<file path="src/rtl/nibcmd_pkg.sv">
package nibcmd_pkg;

    typedef enum logic [2:0] {
        ST_IDLE,
        ST_CODE,
        ST_ARGS,
        ST_TERM,
        ST_PAYLOAD,
        ST_PAYEND,
        ST_DRAIN
    } state_t;

    localparam logic [3:0] NIB_TERM  = 4'hF;
    localparam logic [3:0] NIB_CTRL  = 4'hD;
    localparam logic [3:0] NIB_TIME  = 4'hB;
    localparam logic [3:0] NIB_TRACK = 4'hC;

    localparam logic [7:0] CODE_QREQ  = 8'h50;
    localparam logic [7:0] CODE_STREQ = 8'h51;
    localparam logic [7:0] CODE_TIME  = 8'hB0;
    localparam logic [7:0] CODE_TRACK = 8'hC0;

endpackage

</file>
<file path="src/rtl/nibcmd_code_check.sv">
module nibcmd_code_check (
    input  logic [7:0] code,
    output logic       known,
    output logic       is_qreq,
    output logic       is_streq
);
    import nibcmd_pkg::*;

    logic [3:0] hi;
    logic [3:0] lo;

    always_comb begin
        hi = code[7:4];
        lo = code[3:0];
        unique case (hi)
            4'h0:    known = (lo >= 4'h1) && (lo <= 4'h4);
            4'h1:    known = (lo <= 4'h3);
            4'h4:    known = (lo <= 4'h6);
            4'h5:    known = (lo <= 4'h1);
            default: known = 1'b0;
        endcase
        is_qreq  = (code == CODE_QREQ);
        is_streq = (code == CODE_STREQ);
    end

endmodule

</file>
<file path="src/rtl/nibcmd_payload.sv">
module nibcmd_payload #(
    parameter int Q_NIBS  = 16,
    parameter int ST_NIBS = 5
) (
    input  logic                 clk,
    input  logic                 rst_n,
    input  logic                 load_q,
    input  logic                 load_st,
    input  logic                 shift,
    input  logic [4*Q_NIBS-1:0]  q_in,
    input  logic [4*ST_NIBS-1:0] st_in,
    output logic [3:0]           head
);
    localparam int PAY_W = 4 * Q_NIBS;
    localparam int PAD_W = 4 * (Q_NIBS - ST_NIBS);

    logic [PAY_W-1:0] pay;
    logic [PAY_W-1:0] st_aligned;

    generate
        if (PAD_W > 0) begin : g_pad
            assign st_aligned = {st_in, {PAD_W{1'b0}}};
        end else begin : g_nopad
            assign st_aligned = st_in[PAY_W-1:0];
        end
    endgenerate

    always_ff @(posedge clk) begin
        if (!rst_n) begin
            pay <= '0;
        end else if (load_q) begin
            pay <= q_in;
        end else if (load_st) begin
            pay <= st_aligned;
        end else if (shift) begin
            pay <= {pay[PAY_W-5:0], 4'h0};
        end
    end

    assign head = pay[PAY_W-1:PAY_W-4];

endmodule

</file>
<file path="src/rtl/nibcmd_resp_reg.sv">
module nibcmd_resp_reg (
    input  logic       clk,
    input  logic       rst_n,
    input  logic       wr_en,
    input  logic       rd_en,
    input  logic [3:0] nib_in,
    output logic [7:0] rd_data
);
    logic       rdy;
    logic [3:0] nib;

    always_ff @(posedge clk) begin
        if (!rst_n) begin
            rdy <= 1'b0;
            nib <= 4'h0;
        end else if (wr_en) begin
            rdy <= 1'b1;
            nib <= nib_in;
        end else if (rd_en) begin
            rdy <= 1'b0;
        end
    end

    assign rd_data = {rdy, 3'b000, nib};

    assert_ready_after_write_R2: assert property (@(posedge clk) disable iff (!rst_n)
        wr_en |=> rd_data[7]);
    assert_read_clears_R2: assert property (@(posedge clk) disable iff (!rst_n)
        (rd_en && !wr_en) |=> !rd_data[7]);
    assert_nib_holds_R2: assert property (@(posedge clk) disable iff (!rst_n)
        !wr_en |=> $stable(rd_data[3:0]));

endmodule

</file>
<file path="src/rtl/nib_cmd_responder.sv">
module nib_cmd_responder #(
    parameter int Q_NIBS     = 16,
    parameter int ST_NIBS    = 5,
    parameter int TIME_NIBS  = 6,
    parameter int TRACK_NIBS = 4
) (
    input  logic                   clk,
    input  logic                   rst_n,
    input  logic                   wr_en,
    input  logic [3:0]             wr_nib,
    input  logic                   rd_en,
    input  logic [4*Q_NIBS-1:0]    q_data,
    input  logic [4*ST_NIBS-1:0]   status_word,
    output logic [7:0]             rd_data,
    output logic                   cmd_stb,
    output logic [7:0]             cmd_code,
    output logic [4*TIME_NIBS-1:0] cmd_arg,
    output logic                   err
);
    import nibcmd_pkg::*;

    localparam int ARG_W = 4 * TIME_NIBS;
    localparam int MAX_N = (Q_NIBS > TIME_NIBS) ? Q_NIBS : TIME_NIBS;
    localparam int CNT_W = $clog2(MAX_N + 1);

    state_t           state, state_n;
    logic [CNT_W-1:0] cnt, cnt_n, need, need_n;
    logic [7:0]       code_r, code_n;
    logic [ARG_W-1:0] arg_r, arg_n;
    logic             seek_r, seek_n;
    logic [3:0]       resp_nib, head;
    logic             stb_n, err_set, err_clr, load_q, load_st, shift;
    logic             known, is_qreq, is_streq;

    nibcmd_code_check u_check (
        .code     (code_r),
        .known    (known),
        .is_qreq  (is_qreq),
        .is_streq (is_streq)
    );

    nibcmd_payload #(.Q_NIBS(Q_NIBS), .ST_NIBS(ST_NIBS)) u_payload (
        .clk     (clk),
        .rst_n   (rst_n),
        .load_q  (load_q),
        .load_st (load_st),
        .shift   (shift),
        .q_in    (q_data),
        .st_in   (status_word),
        .head    (head)
    );

    nibcmd_resp_reg u_resp (
        .clk     (clk),
        .rst_n   (rst_n),
        .wr_en   (wr_en),
        .rd_en   (rd_en),
        .nib_in  (resp_nib),
        .rd_data (rd_data)
    );

    // Next-state and per-nibble decisions
    always_comb begin
        state_n  = state;
        cnt_n    = cnt;
        need_n   = need;
        code_n   = code_r;
        arg_n    = arg_r;
        seek_n   = seek_r;
        resp_nib = NIB_TERM;
        stb_n    = 1'b0;
        err_set  = 1'b0;
        err_clr  = 1'b0;
        load_q   = 1'b0;
        load_st  = 1'b0;
        shift    = 1'b0;
        if (wr_en) begin
            unique case (state)
                ST_IDLE: begin
                    err_clr = 1'b1;
                    cnt_n   = '0;
                    arg_n   = '0;
                    if (wr_nib == NIB_CTRL) begin
                        state_n = ST_CODE;
                        code_n  = 8'h00;
                        seek_n  = 1'b0;
                    end else if (wr_nib == NIB_TIME) begin
                        state_n = ST_ARGS;
                        code_n  = CODE_TIME;
                        seek_n  = 1'b1;
                        need_n  = CNT_W'(TIME_NIBS - 1);
                    end else if (wr_nib == NIB_TRACK) begin
                        state_n = ST_ARGS;
                        code_n  = CODE_TRACK;
                        seek_n  = 1'b1;
                        need_n  = CNT_W'(TRACK_NIBS - 1);
                    end else if (wr_nib != NIB_TERM) begin
                        state_n = ST_DRAIN;
                        err_set = 1'b1;
                    end
                end
                ST_CODE: begin
                    if (wr_nib == NIB_TERM) begin
                        err_set = 1'b1;
                        state_n = ST_IDLE;
                    end else begin
                        code_n = {code_r[3:0], wr_nib};
                        if (cnt == CNT_W'(1)) state_n = ST_TERM;
                        else cnt_n = cnt + CNT_W'(1);
                    end
                end
                ST_ARGS: begin
                    if (wr_nib == NIB_TERM) begin
                        err_set = 1'b1;
                        state_n = ST_IDLE;
                    end else begin
                        arg_n = {arg_r[ARG_W-5:0], wr_nib};
                        if (cnt == need) state_n = ST_TERM;
                        else cnt_n = cnt + CNT_W'(1);
                    end
                end
                ST_TERM: begin
                    if (wr_nib != NIB_TERM) begin
                        err_set = 1'b1;
                        state_n = ST_DRAIN;
                    end else if (seek_r || known) begin
                        stb_n   = 1'b1;
                        state_n = ST_IDLE;
                        cnt_n   = '0;
                        if (!seek_r && is_qreq) begin
                            load_q  = 1'b1;
                            state_n = ST_PAYLOAD;
                            need_n  = CNT_W'(Q_NIBS - 1);
                        end else if (!seek_r && is_streq) begin
                            load_st = 1'b1;
                            state_n = ST_PAYLOAD;
                            need_n  = CNT_W'(ST_NIBS - 1);
                        end
                    end else begin
                        err_set = 1'b1;
                        state_n = ST_IDLE;
                    end
                end
                ST_PAYLOAD: begin
                    resp_nib = head;
                    shift    = 1'b1;
                    if (cnt == need) state_n = ST_PAYEND;
                    else cnt_n = cnt + CNT_W'(1);
                end
                ST_PAYEND: begin
                    if (wr_nib == NIB_TERM) begin
                        state_n = ST_IDLE;
                    end else begin
                        err_set = 1'b1;
                        state_n = ST_DRAIN;
                    end
                end
                ST_DRAIN: begin
                    if (wr_nib == NIB_TERM) state_n = ST_IDLE;
                end
                default: state_n = ST_IDLE;
            endcase
        end
    end

    // State register
    always_ff @(posedge clk) begin
        if (!rst_n) begin
            state  <= ST_IDLE;
            cnt    <= '0;
            need   <= '0;
            code_r <= '0;
            arg_r  <= '0;
            seek_r <= 1'b0;
        end else begin
            state  <= state_n;
            cnt    <= cnt_n;
            need   <= need_n;
            code_r <= code_n;
            arg_r  <= arg_n;
            seek_r <= seek_n;
        end
    end

    // Registered outputs
    always_ff @(posedge clk) begin
        if (!rst_n) begin
            cmd_stb  <= 1'b0;
            cmd_code <= '0;
            cmd_arg  <= '0;
            err      <= 1'b0;
        end else begin
            cmd_stb <= stb_n;
            if (stb_n) begin
                cmd_code <= code_r;
                cmd_arg  <= arg_r;
            end
            if (err_set) err <= 1'b1;
            else if (err_clr) err <= 1'b0;
        end
    end

    assert_stb_after_term_R4: assert property (@(posedge clk) disable iff (!rst_n)
        cmd_stb |-> $past(wr_en && (wr_nib == NIB_TERM)));
    assert_stb_single_R4: assert property (@(posedge clk) disable iff (!rst_n)
        cmd_stb |=> !cmd_stb);
    assert_stb_no_err_R10: assert property (@(posedge clk) disable iff (!rst_n)
        cmd_stb |-> !err);
    assert_err_needs_write_R10: assert property (@(posedge clk) disable iff (!rst_n)
        $rose(err) |-> $past(wr_en));
    assert_payload_bound_R7: assert property (@(posedge clk) disable iff (!rst_n)
        (state == ST_PAYLOAD) |-> (cnt <= need));
    assert_drain_no_stb_R11: assert property (@(posedge clk) disable iff (!rst_n)
        (state == ST_DRAIN) |=> !cmd_stb);

endmodule

</file>
<file path="config.mk">
export PLATFORM = sky130hd
export DESIGN_NAME = nib_cmd_responder
export DESIGN_NICKNAME = d
export VERILOG_FILES = /design/src/rtl/nibcmd_pkg.sv /design/src/rtl/nibcmd_code_check.sv /design/src/rtl/nibcmd_payload.sv /design/src/rtl/nibcmd_resp_reg.sv /design/src/rtl/nib_cmd_responder.sv
export SDC_FILE = /design/constraint.sdc
export NUM_CORES = 1
export LEC_CHECK = 0
export ABC_AREA = 1
export BUFFER_PORTS_ARGS = -buffer_cell sky130_fd_sc_hd__buf_2
export CAP_MARGIN = 20
export CORE_AREA = 2 2 113 115
export CTS_BUF_LIST = sky130_fd_sc_hd__clkbuf_8
export DETAILED_ROUTE_END_ITERATION = 16
export DIE_AREA = 0 0 115 117
export HOLD_SLACK_MARGIN = 0.1
export PLACE_DENSITY = 0.86
export SLEW_MARGIN = 10
export SYNTH_ARGS = -nofsm -noshare
export SYNTH_HDL_FRONTEND = slang
export SYNTH_SLANG_ARGS = --single-unit
</file>
<file path="constraint.sdc">
create_clock -name clk -period 3.8 [get_ports clk]
set_input_delay 0.19 -clock clk [delete_from_list [all_inputs] [get_ports clk]]
set_output_delay 0.19 -clock clk [all_outputs]
set_load 0.1 [all_outputs]
</file>
==> impl_metrics.env <==
export IMPL_status="completed"
export IMPL_cts_root_buffer="clkbuf_8"
export IMPL_die_y_um=117
export IMPL_start_kind="register"
export IMPL_finClkSkew_ns=0.0124
export IMPL_htreeDepth=4
export IMPL_worstPathMaxFanout=100
export IMPL_antenna_found_initial=0
export IMPL_vdd_drop_max_mv=0.313
export IMPL_use_met2_pct=53.4
export IMPL_holdWs_ns=0.126
export IMPL_met1_usage_pct=37.9
export IMPL_tritoncts="done"
export IMPL_use_met3_pct=7.67
export IMPL_numCtsBuffers=17
export IMPL_drt_pass1_iter_count=6
export IMPL_power_density_mw_per_mm2=516
export IMPL_final_layout_size_suffix_gt1_share_pct=14.8
export IMPL_rsz0062_at_grt="no"
export IMPL_crit_slowest_cell="buf_4"
export IMPL_post_dp_hpwl_um=11200
export IMPL_async_flop_share_pct=0
export IMPL_vias=8102
export IMPL_crit_chain="inv_2 -> nand3_1 -> inv_2 -> nand4_1 -> buf_4 -> nand2_1 -> o21ai_1 -> nand2_1 -> nand3_1 -> nand2_1 -> inv_1"
export IMPL_finalCritPeriodShare_pct=67.5
export IMPL_gp_congestion=0.923
export IMPL_holdPathStages=5
export IMPL_via_per_inst=5.60
export IMPL_synth_edff_count=0
export IMPL_relSlewSlack_pct=31.1
export IMPL_grt_pass1_vias=7256
export IMPL_setup_viol=0
export IMPL_ys_flop_type="dfxtp_1"
export IMPL_synth_cell_types=34
export IMPL_slew_violations=0
export IMPL_ys_ff_latch=148
export IMPL_grt_pass1_wl_um=33400
export IMPL_holdPathEnd="u_payload.pay[61]"
export IMPL_rows=41
export IMPL_worstReg2RegStart="state[2]"
export IMPL_cts_resized=0
export IMPL_reg2reg_to="u_payload.pay[44]"
export IMPL_worst_slack_ns=1.23
export IMPL_pin_count=134
export IMPL_synth_area_mm2=0.00742
export IMPL_grt_max_degree=101
export IMPL_min_from="q_data[61]"
export IMPL_clock_sinks=148
export IMPL_critPathTopFamily="buffers and inverters"
export IMPL_path_clk_slew_ns=0.08
export IMPL_worst_path_largest_cell_delay_ns=0.74
export IMPL_worst_path_buf_inv=4
export IMPL_tightest_slew_ns=1.03
export IMPL_hold_violations=0
export IMPL_period_minus_slack_ns=2.57
export IMPL_cts_path_max_buffers=2
export IMPL_p_leak_uw=0.00435
export IMPL_initial_utilization_pct=60.3
export IMPL_portBuffers=130
export IMPL_cp_common_cell="nand2_1"
export IMPL_clock_fmax_ghz=0.390
export IMPL_worst_ep_arrival_time_ns=2.99
export IMPL_grt_usage_pct=31.0
export IMPL_drt_iter0_drc=672
export IMPL_antenna_cells=0
export IMPL_wirelength_um=20800
export IMPL_coreArea_mm2=0.0123
export IMPL_max_cap_violations=0
export IMPL_wl_per_cell_um=14.4
export IMPL_crit_type="reg -> reg"
export IMPL_antenna_left=0
export IMPL_drc=0
export IMPL_ff2ff_setup_slack_ns=1.23
export IMPL_end_kind="register"
export IMPL_final_setup_tns_ns=0
export IMPL_grt_overflow_total=0
export IMPL_ys_warn_count=0
export IMPL_r2r_cells=11
export IMPL_dp_slack_ns=1.15
export IMPL_syn_to_final_growth_pct=22.7
export IMPL_hold_class="in -> reg"
export IMPL_crit_required_ns=4.22
export IMPL_ys_seq_area_share_pct=39.9
export IMPL_num_nets_final=1379
export IMPL_die_w_um=115
export IMPL_design_die_area_mm2=0.0135
export IMPL_busiest_layer="met2"
export IMPL_insertion_delay_ns=0.47
export IMPL_cp_num_cells=11
export IMPL_synthCells=1140
export IMPL_syn_avg_cell_area_um2=6.51
sequential cells by signal, indices dropped and copies added, names as in the netlist, 3 cells and up:
name and cells:
u_payload.pay 64, arg_r 24, cmd_arg 24, cmd_code 8, code_r 8, cnt 5
need 4, u_resp.nib 4, state 3
final cells by class:
| class | instances | area [um^2] |
|---|---|---|
| flip-flops and latches | 148 | 2960 |
| clock inverters | 13 | 183 |
| well taps | 150 | 188 |
| repair buffers | 207 | 1410 |
| inverters | 124 | 465 |
| multi-input cells | 787 | 3640 |
| fillers | 964 | 3200 |
| clock buffers | 19 | 262 |
cells in the final DEF, fill, tap and decap left out, types with 9 or more instances in the layout:
master and count:
nand3_1 137, buf_2 130, a21oi_1 81, nand2_1 266, inv_1 117, dfxtp_1 148
dlygate4sd3_1 67, nand4_1 45, o21ai_0 53, clkbuf_8 19, nor2_1 121, buf_4 9
o21ai_1 40
synth_stat cells (2+ instances only):
cell / instances / area share, %
nand2_1: 266 / 13
dfxtp_1: 148 / 40
nand3_1: 137 / 9.2
nor2_1: 122 / 6.2
inv_1: 116 / 5.9
a21oi_1: 81 / 5.5
o21ai_0: 53 / 3.6
nand4_1: 45 / 3.8
o21ai_1: 40 / 2.7
clkbuf_1: 39 / 2.0
buf_2: 29 / 2.0
buf_4: 8 / 0.81
buf_1: 7 / 0.35
inv_2: 7 / 0.35
a211oi_1: 5 / 0.51
o221ai_1: 4 / 0.47
a31oi_1: 3 / 0.25
nand3b_1: 3 / 0.30
nor3_1: 3 / 0.20
xor2_1: 3 / 0.35
ha_1: 2 / 0.34
nand2_2: 2 / 0.17
nand3_2: 2 / 0.27
nor2_2: 2 / 0.17
o211ai_1: 2 / 0.20
o22ai_1: 2 / 0.17
or2_2: 2 / 0.17
power breakdown:
part	switching (uW)	leakage (uW)	total (uW)	internal, uW
registers	158	0.00120	1910	1750
clock network	619	0.000219	1370	747
logic	941	0.00293	1420	482
total	1720	0.00435	4700	2980
metrics by stage:
stage	cell area, um^2	total power [uW]	utilization [%]	cells
floorplan	7430	2970	-	1142
global placement	7970	3230	64.8	1348
detailed placement	7970	3260	64.8	1348
CTS	9090	4650	73.8	1447
global route	9110	4980	74.0	1448
finish	9110	4700	74.0	1448
worst register-to-register path: cells and delay by family, from the launching register on:
kind	cells	cell delay [ns]
AO/OA/AOI/OAI	1	0.16
flip-flops	1	0.41
AND/OR/NAND/NOR	6	0.92
buffers and inverters	4	1.03
logic make-up (layout without fill, tap and decap cells):
logic type	Yosys count	in the layout	share of synthesized area [%]
adders and majority gates	2	2	0.337
other	1	3	0.0505
xor gates and xnor gates	3	3	0.354
AOI/OAI and AO/OA	193	193	13.7
buffers and inverters	207	363	11.4
and+or+nand+nor	586	586	34.3
DFF	148	148	39.9
routing by layer:
layer | vias to the layer above | share of wire (%)
li1 | 3990 | -
met1 | 3712 | 41
met2 | 350 | 50
met3 | 50 | 6.6
met4 | 0 | 2.2
met5 | - | 0
worst max path at each step:
stage | endpoint | slack, ns | from
2_1_floorplan | u_payload.pay[48] | 2.19 | state[1]
3_3_place_gp | cmd_arg[4] | 1.23 | wr_en
3_5_place_dp | cmd_arg[8] | 1.15 | wr_en
4_1_cts | u_payload.pay[50] | 1.38 | state[2]
5_1_grt | u_payload.pay[44] | 1.04 | state[2]
6_report | u_payload.pay[44] | 1.23 | state[2]
repair_timing:
action	in CTS	in global routing
endpoints found under the hold margin	71	0
setup buffers	0	0
hold buffers	67	0
(Power assumes the default switching activity.)
